[config.mk]
export PLATFORM = sky130hd
export DESIGN_NAME = mb_edge_sequencer
export DESIGN_NICKNAME = d
export VERILOG_FILES = /design/src/rtl/sched_pkg.sv /design/src/rtl/sched_ctrl.sv /design/src/rtl/sched_datapath.sv /design/src/rtl/mb_edge_sequencer.sv
export SDC_FILE = /design/constraint.sdc
export NUM_CORES = 1
export LEC_CHECK = 0
export ABC_AREA = 1
export CORE_ASPECT_RATIO = 1.4
export CORE_MARGIN = 1
export CORE_UTILIZATION = 60
export CTS_CLUSTER_DIAMETER = 50
export CTS_CLUSTER_SIZE = 30
export DETAILED_ROUTE_END_ITERATION = 10
export DONT_BUFFER_PORTS = 1
export GPL_ROUTABILITY_DRIVEN = 0
export PLACE_DENSITY = 0.78
export SYNTH_ARGS = -nofsm -noshare
export SYNTH_HDL_FRONTEND = slang
export SYNTH_SLANG_ARGS = --single-unit
[constraint.sdc]
create_clock -name clk -period 3.62 [get_ports clk]
set_clock_uncertainty 0.2 [all_clocks]
set_input_delay 0.724 -clock clk [delete_from_list [all_inputs] [get_ports clk]]
set_output_delay 0.724 -clock clk [all_outputs]
set_load 0.02 [all_outputs]
[src/rtl/sched_pkg.sv]
package sched_pkg;
  localparam int NUM_BLOCKS    = 24;
  localparam int SLOTS_PER_DIR = 24;
  localparam int NUM_SLOTS     = 2 * SLOTS_PER_DIR;
  localparam int STEP_W        = $clog2(NUM_SLOTS);
  localparam int BLK_W         = $clog2(NUM_BLOCKS);

  typedef enum logic [1:0] {
    COMP_LUMA = 2'd0,
    COMP_CB   = 2'd1,
    COMP_CR   = 2'd2
  } comp_e;

  typedef struct packed {
    logic load;
    logic advance;
  } ctrl_strobe_t;

  typedef struct packed {
    logic             dir;
    logic [2:0]       edgeIdx;
    logic [BLK_W-1:0] qBlk;
    logic [BLK_W-1:0] pBlk;
    logic             pExt;
    comp_e            comp;
    logic [1:0]       pixels;
  } edge_desc_t;
endpackage

[src/rtl/sched_ctrl.sv]
module sched_ctrl
  import sched_pkg::*;
(
  input  logic              clk,
  input  logic              rstN,
  input  logic              start,
  input  logic              slotActive,
  input  logic              descReady,
  output ctrl_strobe_t      strobe,
  output logic [STEP_W-1:0] step,
  output logic              descValid,
  output logic              done
);
  localparam logic [STEP_W-1:0] LAST_STEP = STEP_W'(NUM_SLOTS - 1);

  logic running;
  logic lastSlot;

  always_comb begin
    lastSlot       = (step == LAST_STEP);
    descValid      = running & slotActive;
    strobe.load    = start & ~running;
    strobe.advance = running & (~slotActive | descReady);
  end

  always_ff @(posedge clk or negedge rstN) begin
    if (!rstN) begin
      running <= 1'b0;
      step    <= '0;
      done    <= 1'b0;
    end else begin
      done <= strobe.advance & lastSlot;
      if (strobe.load) begin
        running <= 1'b1;
        step    <= '0;
      end else if (strobe.advance) begin
        if (lastSlot) begin
          running <= 1'b0;
          step    <= '0;
        end else begin
          step <= step + 1'b1;
        end
      end
    end
  end
endmodule

[src/rtl/sched_datapath.sv]
module sched_datapath
  import sched_pkg::*;
#(
  parameter int STR_W    = 3,
  parameter int FULL_STR = 4
) (
  input  logic                        clk,
  input  logic                        rstN,
  input  ctrl_strobe_t                strobe,
  input  logic [NUM_BLOCKS*STR_W-1:0] vertStrength,
  input  logic [NUM_BLOCKS*STR_W-1:0] horzStrength,
  input  logic                        leftAvail,
  input  logic                        topAvail,
  input  logic [STEP_W-1:0]           step,
  output logic                        slotActive,
  output edge_desc_t                  desc
);
  localparam logic [STR_W-1:0] STRONG = STR_W'(FULL_STR);
  localparam logic [BLK_W-1:0] CB_BASE = BLK_W'(16);
  localparam logic [BLK_W-1:0] CR_BASE = BLK_W'(20);

  logic [STR_W-1:0] vStr [NUM_BLOCKS];
  logic [STR_W-1:0] hStr [NUM_BLOCKS];
  logic             leftQ, topQ;

  // Capture the whole job at start so the caller may move on.
  always_ff @(posedge clk or negedge rstN) begin
    if (!rstN) begin
      leftQ <= 1'b0;
      topQ  <= 1'b0;
      for (int b = 0; b < NUM_BLOCKS; b++) begin
        vStr[b] <= '0;
        hStr[b] <= '0;
      end
    end else if (strobe.load) begin
      leftQ <= leftAvail;
      topQ  <= topAvail;
      for (int b = 0; b < NUM_BLOCKS; b++) begin
        vStr[b] <= vertStrength[b*STR_W +: STR_W];
        hStr[b] <= horzStrength[b*STR_W +: STR_W];
      end
    end
  end

  logic             isHorz;
  logic [4:0]       idx;
  logic             isCr;
  logic [BLK_W-1:0] base;
  logic [BLK_W-1:0] qBlk;
  logic [BLK_W-1:0] pBlk;
  logic [2:0]       edgeIdx;
  logic             outer;
  comp_e            comp;
  logic [STR_W-1:0] sel;

  // Slot index to block geometry.
  always_comb begin
    isHorz  = (step >= STEP_W'(SLOTS_PER_DIR));
    idx     = isHorz ? 5'(step - STEP_W'(SLOTS_PER_DIR)) : 5'(step);
    isCr    = idx[2];
    base    = isCr ? CR_BASE : CB_BASE;
    qBlk    = '0;
    pBlk    = '0;
    edgeIdx = '0;
    outer   = 1'b0;
    comp    = COMP_LUMA;
    if (!idx[4]) begin
      edgeIdx = {1'b0, idx[3:2]};
      outer   = (idx[3:2] == 2'd0);
      if (!isHorz) begin
        qBlk = {idx[1:0], idx[3:2]};
        pBlk = outer ? qBlk + BLK_W'(3) : qBlk - BLK_W'(1);
      end else begin
        qBlk = idx;
        pBlk = outer ? qBlk + BLK_W'(12) : qBlk - BLK_W'(4);
      end
    end else begin
      comp    = isCr ? COMP_CR : COMP_CB;
      edgeIdx = {1'b1, isCr, idx[1]};
      outer   = ~idx[1];
      if (!isHorz) begin
        qBlk = base + BLK_W'({idx[0], idx[1]});
        pBlk = outer ? qBlk + BLK_W'(1) : qBlk - BLK_W'(1);
      end else begin
        qBlk = base + BLK_W'(idx[1:0]);
        pBlk = outer ? qBlk + BLK_W'(2) : qBlk - BLK_W'(2);
      end
    end
  end

  always_comb begin
    sel         = isHorz ? hStr[qBlk] : vStr[qBlk];
    slotActive  = (sel != '0) && (!outer || (isHorz ? topQ : leftQ));
    desc.dir     = isHorz;
    desc.edgeIdx = edgeIdx;
    desc.qBlk    = qBlk;
    desc.pBlk    = pBlk;
    desc.pExt    = outer;
    desc.comp    = comp;
    desc.pixels  = (sel >= STRONG) ? 2'd3 : 2'd2;
  end
endmodule

[src/rtl/mb_edge_sequencer.sv]
module mb_edge_sequencer
  import sched_pkg::*;
#(
  parameter int STR_W    = 3,
  parameter int FULL_STR = 4
) (
  input  logic                        clk,
  input  logic                        rstN,
  input  logic                        start,
  input  logic                        leftAvail,
  input  logic                        topAvail,
  input  logic [NUM_BLOCKS*STR_W-1:0] vertStrength,
  input  logic [NUM_BLOCKS*STR_W-1:0] horzStrength,
  output logic                        descValid,
  input  logic                        descReady,
  output logic                        descDir,
  output logic [2:0]                  descEdge,
  output logic [BLK_W-1:0]            descQBlk,
  output logic [BLK_W-1:0]            descPBlk,
  output logic                        descPExt,
  output logic [1:0]                  descComp,
  output logic [1:0]                  descPixels,
  output logic                        done
);
  ctrl_strobe_t      strobe;
  logic [STEP_W-1:0] step;
  logic              slotActive;
  edge_desc_t        desc;

  sched_ctrl u_ctrl (
    .clk        (clk),
    .rstN       (rstN),
    .start      (start),
    .slotActive (slotActive),
    .descReady  (descReady),
    .strobe     (strobe),
    .step       (step),
    .descValid  (descValid),
    .done       (done)
  );

  sched_datapath #(.STR_W(STR_W), .FULL_STR(FULL_STR)) u_dp (
    .clk          (clk),
    .rstN         (rstN),
    .strobe       (strobe),
    .vertStrength (vertStrength),
    .horzStrength (horzStrength),
    .leftAvail    (leftAvail),
    .topAvail     (topAvail),
    .step         (step),
    .slotActive   (slotActive),
    .desc         (desc)
  );

  assign descDir    = desc.dir;
  assign descEdge   = desc.edgeIdx;
  assign descQBlk   = desc.qBlk;
  assign descPBlk   = desc.pBlk;
  assign descPExt   = desc.pExt;
  assign descComp   = desc.comp;
  assign descPixels = desc.pixels;
endmodule

==> results.cfg <==
[run_status]
status = finished, violations left
violations = hold timing, setup timing

[clock_tree]
ctsRootBufferMaster = clkbuf_16
cts_tree = yes
clk_latency_ns = 0.42
cts.path.max_buffers = 2
clk_pin_slew_worst_paths_ns = 0.07
numCtsBuffers = 17
numClockSinks = 154
htree_levels = 4

[yosys]
netlist_area_sq_mm = 0.00783
synthesis.nets = 960
postSynth.asyncResetShare_pct = 100
synth_area_per_cell_sq_um = 9.78
yosys_warnings = 0
synth-edff-count = 0
yosysSeqAreaShare_pct = 49.2
synthFlopType = dfrtp_1
ys_top_cells_by_count = nand2_1, dfrtp_1, nand3_1
ys_ff_latch = 154
yosysTopAreaCell = dfrtp_1
ys_types = 35
synth.most_common_cell = nand2_1
yosysTopAreaCellShare_pct = 49.2
synthTopCellsByArea = dfrtp_1, mux2_2, nand3_1
syn_inst = 801

[floorplan]
initial_utilization_pct = 61.1
core_sq_mm = 0.0128
chipHeight_um = 137
die_width_um = 98.6
num_io_pins = 171
rows = 49
dieArea_sq_mm = 0.0135

[critical_path]
cp_max_fo = 7
endpoint_kind = primary output
reg2reg_from = u_ctrl.step[4]
rr_endpoint = u_ctrl.step[5]
r2r_cells = 21
cp.arrival_ns = 2.93
path_cells = ha_4 > inv_4 > nand2_4 > nand2_8 > buf_6 > o21ai_4 > buf_6 > buf_16 > nand3_1 > nand2_2 > nand2_1 > nand2_1 > nand3_1 > nand3_2 > nand3_2 > nand3_2 > nor2_2 > buf_6
cp.required_ns = 2.70
regToRegSetupSlack_ns = 0.39
slowest_stage = dfrtp_2
cp-start-kind = register
crit_type = register to primary output
slowest_delay_ns = 0.46

[sta]
slew_headroom_pct = 60.8
tns_ns = -0.364
worstMarginPinSlew_ns = 0.588
rsz0062_at_grt = true
period_share_pct = 107
finalSetupViolCount = 3
final.min_clock_period_ns = 3.86
slew_viol_final = 0
fmax_ghz = 0.259
worst_slack_ns = -0.239
whs_ns = -0.200
finalHoldViolCount = 154

[hold_path]
hp-class = input port to async pin

[grt]
grt_start_max_net_pins = 155
gr-total-overflow = 0
grt_use_met2_pct = 55.0
met3_usage_pct = 7.51
grt-busiest-layer = met2
antenna_found_initial = 6
use_met1_pct = 35.9
grt_pass1_wl_um = 32100
grt_pass1_vias = 6275
grt_usage_pct = 31.4

[layout]
drive_above_1_share_pct = 32.9
syn_to_final_growth_pct = 17.8
final_util_pct = 72.0
nets = 984

[route]
drtAntennaViolNets = 0
route.detailed.drc = 0
vias_per_cell = 6.24
wire_per_inst_um = 20.8
drtIter0Drc = 527
drtPass1Iterations = 5
finalWirelength_um = 20800
vias = 6219

[placement]
io_buffers = 0
place_hpwl_um = 13800

[flow_run]
cap_violations = 0
[worst max path at each step]
stage,end,slack (ns),cells past startpoint,from
after detailed placement,descValid,0.04,18,u_ctrl.step[3]
after global placement,descValid,0.12,18,u_ctrl.step[3]
after global routing,descValid,-0.33,20,u_ctrl.step[4]
after floorplan,descValid,0.31,10,u_ctrl.step[3]
after CTS,descValid,-0.16,19,u_ctrl.step[4]
final,descValid,-0.24,18,u_ctrl.step[4]
[stage by stage]
stage	instances	worst slack [ns]	area, sq um
6_report	996	-0.239	9230
5_1_grt	996	-0.331	9230
4_1_cts	986	-0.158	9040
3_5_place_dp	933	0.0421	8070
3_3_place_gp	933	0.124	8070
2_1_floorplan	801	0.314	7830
[area by class of cell]
cell class / instances / area [sq um]
Clock inverter: 15 / 133
Antenna cell: 5 / 12.5
Clock buffer: 17 / 425
Timing Repair Buffer: 53 / 668
Tap cell: 153 / 191
Multi-Input combinational cell: 560 / 3770
Fill cell: 901 / 3590
Sequential cell: 154 / 3860
Inverter: 39 / 165
[kinds of logic after synthesis]
family	share of synthesized area, %
other	0.0479
multiplexers	19.7
flip-flops	49.2
AO/OA/AOI/OAI	2.43
AND/OR/NAND/NOR	21.7
XOR/XNOR	0.559
adder cells (fa/ha/maj)	1.44
buffers and inverters	4.92
[sequential cells by signal, summed over array words and instances (netlist names)]
register / count
u_ctrl.done: 1
u_dp.topQ: 1
u_ctrl.running: 1
u_dp.leftQ: 1
u_dp.hStr: 72
u_dp.vStr: 72
u_ctrl.step: 6
[critical path: cells and delay by family (launching register included)]
family	cells	cell delay, ns
AOI/OAI and AO/OA	1	0.21
adders and majority gates	1	0.29
and+or+nand+nor	11	0.98
buffers and inverters	5	0.56
DFF	1	0.46
[routing by layer]
layer / part of all wire [%] / up-vias
li1: - / 2779
met1: 35 / 3042
met2: 53 / 325
met3: 8.0 / 71
met4: 4.2 / 2
met5: 0.063 / -
[repair_timing]
action	CTS	global route
endpoints found under the hold margin	154	154
setup buffers	16	2
gates cloned	5	4
gates resized for setup	38	30
pin swaps	7	17
endpoints found under the setup margin	2	4
[cells in the final DEF, fill, tap and decap left out, drive strengths merged, types with 2 or more instances in the layout]
master	n
inv	45
o21ai	11
o221ai	2
nand3b	4
nor2	42
or2	2
nand4	7
clkinvlp	5
a21oi	16
mux2	137
ha	9
dfrtp	154
buf	50
clkbuf	20
xor2	4
clkinv	4
nand3	154
nand2	164
diode	5
Power is not shown: default switching activity piles up to over one toggle a cycle in this logic, so the estimate is an artifact.
